### src/rtl/dsadc_pkg.sv
package dsadc_pkg;

    // Conversion phases, in the order they occur within one cycle.
    typedef enum logic [1:0] {
        PH_AZ  = 2'd0,
        PH_INT = 2'd1,
        PH_DEI = 2'd2,
        PH_ZI  = 2'd3
    } phase_e;

endpackage

### src/rtl/dsadc_tick_div.sv
module dsadc_tick_div #(
    parameter int DIV = 4
) (
    input  logic clk,
    input  logic rst,
    output logic tick_o
);
    localparam int W = (DIV > 1) ? $clog2(DIV) : 1;
    localparam logic [W-1:0] LAST = W'(DIV - 1);

    logic [W-1:0] div_d, div_q;

    always_comb begin
        div_d = (div_q == LAST) ? '0 : div_q + W'(1);
    end

    always_ff @(posedge clk) begin
        if (rst) div_q <= '0;
        else     div_q <= div_d;
    end

    assign tick_o = (div_q == LAST);

    // the divider steps through its whole range, so a tick recurs every DIV clocks.
    p_tick_spacing_r7: assert property (@(posedge clk) disable iff (rst)
        (!$past(rst) && $past(tick_o)) |-> (div_q == '0));

endmodule

### src/rtl/dsadc_bcd_count.sv
module dsadc_bcd_count #(
    parameter int NDIG = 4
) (
    input  logic              clk,
    input  logic              rst,
    input  logic              clr_i,
    input  logic              inc_i,
    output logic [4*NDIG-1:0] val_o
);
    logic [NDIG-1:0] carry;
    assign carry[0] = inc_i;

    for (genvar g = 0; g < NDIG; g++) begin : g_dig
        logic [3:0] dig_d, dig_q;

        always_comb begin
            dig_d = dig_q;
            if (clr_i)         dig_d = 4'd0;
            else if (carry[g]) dig_d = (dig_q == 4'd9) ? 4'd0 : dig_q + 4'd1;
        end

        always_ff @(posedge clk) begin
            if (rst) dig_q <= 4'd0;
            else     dig_q <= dig_d;
        end

        if (g < NDIG - 1) begin : g_carry
            assign carry[g+1] = carry[g] && (dig_q == 4'd9);
        end

        assign val_o[4*g +: 4] = dig_q;

        // every digit stays a legal decimal value.
        p_digit_legal_r9: assert property (@(posedge clk) disable iff (rst)
            dig_q <= 4'd9);
    end

endmodule

### src/rtl/dsadc_sequencer.sv
module dsadc_sequencer
    import dsadc_pkg::*;
#(
    parameter int PRESCALE     = 4,
    parameter int INT_COUNTS   = 1000,
    parameter int DEINT_MAX    = 2000,
    parameter int CYCLE_COUNTS = 4000,
    parameter int ZI_SHORT_CNT = 16,
    parameter int ZI_LONG_CNT  = 185,
    parameter int NDIG         = 4
) (
    input  logic              clk,
    input  logic              rst,
    input  logic              cmp_pos_i,
    output logic              az_o,
    output logic              sig_int_o,
    output logic              ref_dn_o,
    output logic              ref_up_o,
    output logic              zi_o,
    output logic [4*NDIG-1:0] rdg_o,
    output logic              rdg_neg_o,
    output logic              rdg_ovr_o,
    output logic              rdg_stb_o
);
    localparam int CNT_W = $clog2(CYCLE_COUNTS + 1);
    localparam int RD_W  = 4 * NDIG;

    typedef logic [CNT_W-1:0] cnt_t;

    localparam cnt_t INT_LAST     = cnt_t'(INT_COUNTS - 1);
    localparam cnt_t DEI_LAST     = cnt_t'(DEINT_MAX - 1);
    localparam cnt_t AZ_BUDGET    = cnt_t'(CYCLE_COUNTS - INT_COUNTS);
    localparam cnt_t AZ_AFTER_RST = cnt_t'(CYCLE_COUNTS - INT_COUNTS - DEINT_MAX);
    localparam cnt_t ZI_SHORT     = cnt_t'(ZI_SHORT_CNT);
    localparam cnt_t ZI_LONG      = cnt_t'(ZI_LONG_CNT);

    typedef struct packed {
        phase_e          phase;
        cnt_t            pcnt;     // counts completed in the current phase
        cnt_t            az_len;   // auto-zero length for this cycle
        cnt_t            zi_len;   // zero-integrate length for this cycle
        logic            neg;      // polarity sampled at end of integrate
        logic [RD_W-1:0] rdg;
        logic            rdg_neg;
        logic            rdg_ovr;
        logic            stb;
    } seq_s;

    localparam seq_s SEQ_RST = '{
        phase:   PH_AZ,
        pcnt:    '0,
        az_len:  AZ_AFTER_RST,
        zi_len:  ZI_SHORT,
        neg:     1'b0,
        rdg:     '0,
        rdg_neg: 1'b0,
        rdg_ovr: 1'b0,
        stb:     1'b0
    };

    seq_s            seq_d, seq_q;
    logic            tick;
    logic            bcd_clr, bcd_inc;
    logic            crossed;
    cnt_t            zi_pick;
    logic [RD_W-1:0] bcd_val;

    dsadc_tick_div #(.DIV(PRESCALE)) u_div (
        .clk    (clk),
        .rst    (rst),
        .tick_o (tick)
    );

    dsadc_bcd_count #(.NDIG(NDIG)) u_bcd (
        .clk   (clk),
        .rst   (rst),
        .clr_i (bcd_clr),
        .inc_i (bcd_inc),
        .val_o (bcd_val)
    );

    always_comb begin
        seq_d   = seq_q;
        seq_d.stb = 1'b0;
        bcd_clr = 1'b0;
        bcd_inc = 1'b0;
        // Crossing: comparator now shows the opposite side to the sampled one.
        crossed = (cmp_pos_i == seq_q.neg);
        zi_pick = crossed ? ZI_SHORT : ZI_LONG;

        if (tick) begin
            unique case (seq_q.phase)
                PH_AZ: begin
                    if (seq_q.pcnt == seq_q.az_len - cnt_t'(1)) begin
                        seq_d.phase = PH_INT;
                        seq_d.pcnt  = '0;
                    end else begin
                        seq_d.pcnt  = seq_q.pcnt + cnt_t'(1);
                    end
                end
                PH_INT: begin
                    if (seq_q.pcnt == INT_LAST) begin
                        seq_d.phase = PH_DEI;
                        seq_d.pcnt  = '0;
                        seq_d.neg   = ~cmp_pos_i;
                        bcd_clr     = 1'b1;
                    end else begin
                        seq_d.pcnt  = seq_q.pcnt + cnt_t'(1);
                    end
                end
                PH_DEI: begin
                    if (crossed || seq_q.pcnt == DEI_LAST) begin
                        seq_d.phase   = PH_ZI;
                        seq_d.pcnt    = '0;
                        seq_d.rdg     = bcd_val;
                        seq_d.rdg_neg = seq_q.neg;
                        seq_d.rdg_ovr = ~crossed;
                        seq_d.stb     = 1'b1;
                        seq_d.zi_len  = zi_pick;
                        // Auto-zero absorbs what de-integrate and zero integrate left.
                        seq_d.az_len  = AZ_BUDGET - (seq_q.pcnt + cnt_t'(1)) - zi_pick;
                    end else begin
                        seq_d.pcnt    = seq_q.pcnt + cnt_t'(1);
                        bcd_inc       = 1'b1;
                    end
                end
                PH_ZI: begin
                    if (seq_q.pcnt == seq_q.zi_len - cnt_t'(1)) begin
                        seq_d.phase = PH_AZ;
                        seq_d.pcnt  = '0;
                    end else begin
                        seq_d.pcnt  = seq_q.pcnt + cnt_t'(1);
                    end
                end
                default: seq_d.phase = PH_AZ;
            endcase
        end
    end

    always_ff @(posedge clk) begin
        if (rst) seq_q <= SEQ_RST;
        else     seq_q <= seq_d;
    end

    assign az_o      = (seq_q.phase == PH_AZ);
    assign sig_int_o = (seq_q.phase == PH_INT);
    assign ref_dn_o  = (seq_q.phase == PH_DEI) && !seq_q.neg;
    assign ref_up_o  = (seq_q.phase == PH_DEI) &&  seq_q.neg;
    assign zi_o      = (seq_q.phase == PH_ZI);
    assign rdg_o     = seq_q.rdg;
    assign rdg_neg_o = seq_q.rdg_neg;
    assign rdg_ovr_o = seq_q.rdg_ovr;
    assign rdg_stb_o = seq_q.stb;

    // each phase hands over only to its successor.
    p_az_to_int_r1: assert property (@(posedge clk) disable iff (rst)
        (!$past(rst) && $fell(az_o)) |-> sig_int_o);
    p_int_to_dei_r1: assert property (@(posedge clk) disable iff (rst)
        (!$past(rst) && $fell(sig_int_o)) |-> (ref_dn_o || ref_up_o));
    p_dei_to_zi_r1: assert property (@(posedge clk) disable iff (rst)
        (!$past(rst) && $fell(ref_dn_o || ref_up_o)) |-> zi_o);
    p_zi_to_az_r1: assert property (@(posedge clk) disable iff (rst)
        (!$past(rst) && $fell(zi_o)) |-> az_o);

    // reference direction is fixed for the whole de-integrate phase.
    p_dir_fixed_r3: assert property (@(posedge clk) disable iff (rst)
        (!$past(rst) && $past(ref_dn_o || ref_up_o) && (ref_dn_o || ref_up_o))
            |-> $stable(ref_up_o));

    // de-integrate never runs past its limit.
    p_dei_bound_r5: assert property (@(posedge clk) disable iff (rst)
        (seq_q.phase == PH_DEI) |-> (seq_q.pcnt <= DEI_LAST));

    // phases change only at a prescaler tick.
    p_phase_on_tick_r7: assert property (@(posedge clk) disable iff (rst)
        (!$past(rst) && seq_q.phase != $past(seq_q.phase)) |-> $past(tick));

    // strobe is a single clock, right after de-integrate, and the latch holds otherwise.
    p_stb_single_r8: assert property (@(posedge clk) disable iff (rst)
        rdg_stb_o |=> !rdg_stb_o);
    p_stb_after_dei_r8: assert property (@(posedge clk) disable iff (rst)
        (!$past(rst) && rdg_stb_o) |-> (zi_o && $past(ref_dn_o || ref_up_o)));
    p_latch_hold_r8: assert property (@(posedge clk) disable iff (rst)
        (!$past(rst) && !rdg_stb_o) |-> ($stable(rdg_o) && $stable(rdg_neg_o) && $stable(rdg_ovr_o)));

endmodule

### config.mk
export PLATFORM = sky130hd
export DESIGN_NAME = dsadc_sequencer
export DESIGN_NICKNAME = d
export VERILOG_FILES = /design/src/rtl/dsadc_pkg.sv /design/src/rtl/dsadc_tick_div.sv /design/src/rtl/dsadc_bcd_count.sv /design/src/rtl/dsadc_sequencer.sv
export SDC_FILE = /design/constraint.sdc
export NUM_CORES = 1
export LEC_CHECK = 0
export BUFFER_PORTS_ARGS = -buffer_cell sky130_fd_sc_hd__buf_2
export CAP_MARGIN = 20
export CORE_MARGIN = 4
export CORE_UTILIZATION = 45
export CTS_BUF_LIST = sky130_fd_sc_hd__clkbuf_4 sky130_fd_sc_hd__clkbuf_8 sky130_fd_sc_hd__clkbuf_16
export DETAILED_ROUTE_END_ITERATION = 7
export GPL_TIMING_DRIVEN = 0
export PLACE_DENSITY = 0.7
export RECOVER_POWER = 100
export SETUP_SLACK_MARGIN = 0.05
export SLEW_MARGIN = 30
export SYNTH_ARGS = -nofsm -noshare
export SYNTH_HDL_FRONTEND = slang
export SYNTH_SLANG_ARGS = --single-unit
### constraint.sdc
create_clock -name clk -period 2.7 [get_ports clk]
set_clock_uncertainty 0.05 [all_clocks]
set_input_delay 0.54 -clock clk [delete_from_list [all_inputs] [get_ports clk]]
set_output_delay 0.54 -clock clk [all_outputs]
set_load 0.01 [all_outputs]
==> reports/summary.txt <==
DP Wirelength - 6575 microns
Tot Pwr - 1.822 mW
crit share post-route - 1.040
peak supply drop - 260.1 uV
Static Leak - 1.777 nW
drc violations - 0
clock sink total - 64
WL final - 10200 microns
Worst Hold Depth - 1
reg2reg start - seq_q[44]
number of global-route vias before repair - 3298
failing checks - negative setup slack
CP Capture Point - seq_q[43]
cells on worst reg2reg path - 13
mean area per synthesized cell - 7.955 sq um
minimum clock period - 2.809 ns
WL/cell - 15.83 microns
Port-buffer cells - 26
Met3 Wirelength - 649 microns
final net count - 558
post-route setup slack - -0.1086 ns
reg2reg end - seq_q[43]
Max Cap Violations - 0
slew margin rel. - 0.5442
Overflow after GRT - 0
crit-path leading delay family - simple AND/OR/NAND/NOR gates
DR vias - 3556
Worst setup SP type - flip-flop
reg-to-reg setup timing slack - -0.11 ns
Initial DRC Count - 185
met2 routed WL - 4894 microns
Die ar. - 0.009869 sq mm
final hold vios - 0
FP Rows - 33
hold path startpoint - u_div.div_q[0]
cells after synthesis - 472
Synth warnings - 0
clock root cell - clkbuf_8
total I/O pin count - 27
ranking of synthesized cells by area - dfxtp_1 34%, nand2_1 7.5%, ha_1 7.0%, xnor2_1 4.7%, a21oi_1 4.3%
Top FF cell, synth - dfxtp_1
worst hold-check path type - flip-flop to flip-flop
final RePlAce weighted congestion - 0.8251
WS Path Type - flip-flop to flip-flop
H-tree lvl count - 3
Worst path max stage delay - 0.40 ns
crit-path cells - ha_4 > and3_4 > and3_4 > xnor2_4 > inv_2 > ha_4 > o21ai_2 > a21oi_2 > o41ai_2 > buf_4 > a21oi_2 > or3_1 > a31oi_1
post-synth top area cell - dfxtp_1
pwr dens - 369.8 mW/mm^2
share of layout cells above drive strength 1 - 0.3080
EDFF count, synth - 0
post-synth top area share - 0.3412
area grow syn2layout - 31.22%
first-pass GRT wire length - 15570 microns
CTS tree - done
worst slew pin tran - 0.6836 ns
arrival time worst endpoint - 3.04 ns
WP depth - 13
largest net degree at the start of global routing - 14
Mapped Nets - 496
M1 WL - 4366 microns
starting density of the core - 0.4593
Async S/R FF share, synth - 0
Core Region - 0.008175 sq mm
Ant. Diodes - 0
highest routed layer - met4
DRT Pass-1 Iters - 5
antenna violations before repair - 0
critical path launch point - seq_q[44]
synthesized area - 0.003755 sq mm
Seq/Total Area, Yosys - 0.3412
slowest cell on the critical path - dfxtp_4
Via density - 5.522
clock insertion delay at the later pin of the skew report - 0.36 ns
Longest Clk Path Bufs - 2
Hold-fix buffers, CTS - 0
RSZ-0062 raised after global routing - yes
Slew Limit Fails - 0
Min Hold Slack - 0.3879 ns
cts bufs inserted - 9
Die W - 99.35 microns
fmax - 0.3561 GHz
Global Route Usage Sum - 0.1971
run status - complete, but fails checks
Final ANT Viol Nets - 0
Final setup viols - 16
library cells used by synthesis - 57
register bit total from synthesis - 64
Die Y - 99.35 microns
WP buf/inv - 2
utilization after layout - 0.6027
crit-path max FO - 4
CTS clk-pin slew, worst paths - 0.08 ns
Critical Path Sink Type - flip-flop
Crit path required time - 2.93 ns
[flip-flops by register name (all words and copies together), names as in the netlist]
name / flops
seq_q: 28
rdg_o: 16
u_bcd.g_dig.dig_q: 16
u_div.div_q: 2
rdg_neg_o: 1
rdg_stb_o: 1
[stage by stage]
| step | instances | TNS (ns) | instance area, sq um | setup slack [ns] |
|---|---|---|---|---|
| 2_1_floorplan | 472 | -0.02863 | 3880 | -0.02863 |
| 3_3_place_gp | 603 | -3.212 | 4141 | -0.5247 |
| 3_5_place_dp | 603 | -5.091 | 4141 | -0.5768 |
| 4_1_cts | 632 | -0.06303 | 4686 | -0.05280 |
| 5_1_grt | 644 | -3.860 | 4927 | -0.2208 |
| 6_report | 644 | -1.259 | 4927 | -0.1086 |
[synthesized netlist by cell type (4+ instances only)]
| library cell | n |
|---|---|
| a211oi_1 | 4 |
| a21oi_1 | 32 |
| and2_1 | 5 |
| and3_1 | 4 |
| buf_4 | 16 |
| clkbuf_1 | 21 |
| dfxtp_1 | 64 |
| ha_1 | 21 |
| inv_1 | 28 |
| mux2i_1 | 5 |
| nand2_1 | 75 |
| nand2b_1 | 6 |
| nand3_1 | 13 |
| nand4_1 | 5 |
| nor2_1 | 37 |
| nor2b_1 | 12 |
| nor3_1 | 8 |
| o211ai_1 | 4 |
| o21ai_0 | 15 |
| o21ai_2 | 10 |
| xnor2_1 | 20 |
| xor2_1 | 14 |
[final cells by class]
cell class | count | area [sq um]
inverter | 28 | 107.6
timing repair buffer | 55 | 350.3
multi-input combinational | 340 | 2601
clock inverter | 7 | 53.80
clock buffer | 9 | 123.9
fill | 691 | 3248
buffer | 36 | 257.7
tap | 105 | 131.4
sequential | 64 | 1301
[cell usage in the layout (no fill, tap or decap), types with 4 or more instances in the layout]
cell,Yosys,final
a21oi_1,32,29
and2_1,5,5
buf_4,16,40
buf_6,1,5
clkbuf_1,21,35
clkbuf_8,0,9
dfxtp_1,64,52
dfxtp_2,0,10
ha_1,21,11
ha_4,0,9
inv_1,28,20
inv_2,0,7
mux2i_1,5,5
nand2_1,75,74
nand2b_1,6,6
nand3_1,13,11
nand4_1,5,5
nor2_1,37,31
nor2b_1,12,12
nor3_1,8,8
o211ai_1,4,4
o21ai_0,15,10
o21ai_2,10,16
xnor2_1,20,13
xnor2_2,0,4
xor2_1,14,12
[cell families (layout without fill, tap and decap cells)]
logic type | count (synthesis) | after routing | synth area share
AOI/OAI and AO/OA | 92 | 92 | 0.1669
xor gates and xnor gates | 34 | 34 | 0.07931
adders and majority gates | 21 | 21 | 0.06998
buffers and inverters | 68 | 135 | 0.08664
DFF | 64 | 64 | 0.3412
muxes | 5 | 5 | 0.01333
and+or+nand+nor | 188 | 188 | 0.2426
[worst reg2reg max path, delay by kind of cell (launching register included)]
| family | cells | cell delay (ns) |
|---|---|---|
| simple gates | 3 | 0.77 |
| compound gates | 5 | 0.68 |
| flops | 1 | 0.40 |
| fa+ha+maj | 2 | 0.42 |
| xor+xnor | 1 | 0.16 |
| buf+inv | 2 | 0.26 |
[per-layer routing]
layer | track usage | vias up
li1 | - | 1720
met1 | 0.2491 | 1669
met2 | 0.3301 | 133
met3 | 0.04558 | 34
met4 | 0.06828 | 0
met5 | 0 | -
[how the worst min path moves through the flow]
stage,end
after floorplan,u_div.div_q[0]
final,u_div.div_q[0]
after global placement,u_div.div_q[0]
after detailed placement,u_div.div_q[0]
after global routing,u_div.div_q[0]
after CTS,u_div.div_q[0]
[power breakdown]
group / switching [mW] / leakage, nW / internal [mW]
combinational: 0.0683 / 1.16 / 0.0432
clock: 0.418 / 0.0905 / 0.341
sequential: 0.00458 / 0.522 / 0.947
total: 0.491 / 1.78 / 1.33
[what timing repair did]
action	in CTS	in global routing
pin swaps	22	38
setup endpoints to repair	40	46
resized for setup	55	40
setup buffers	15	13
cloned	0	1
Note: power is estimated with default switching activity, not from simulation.
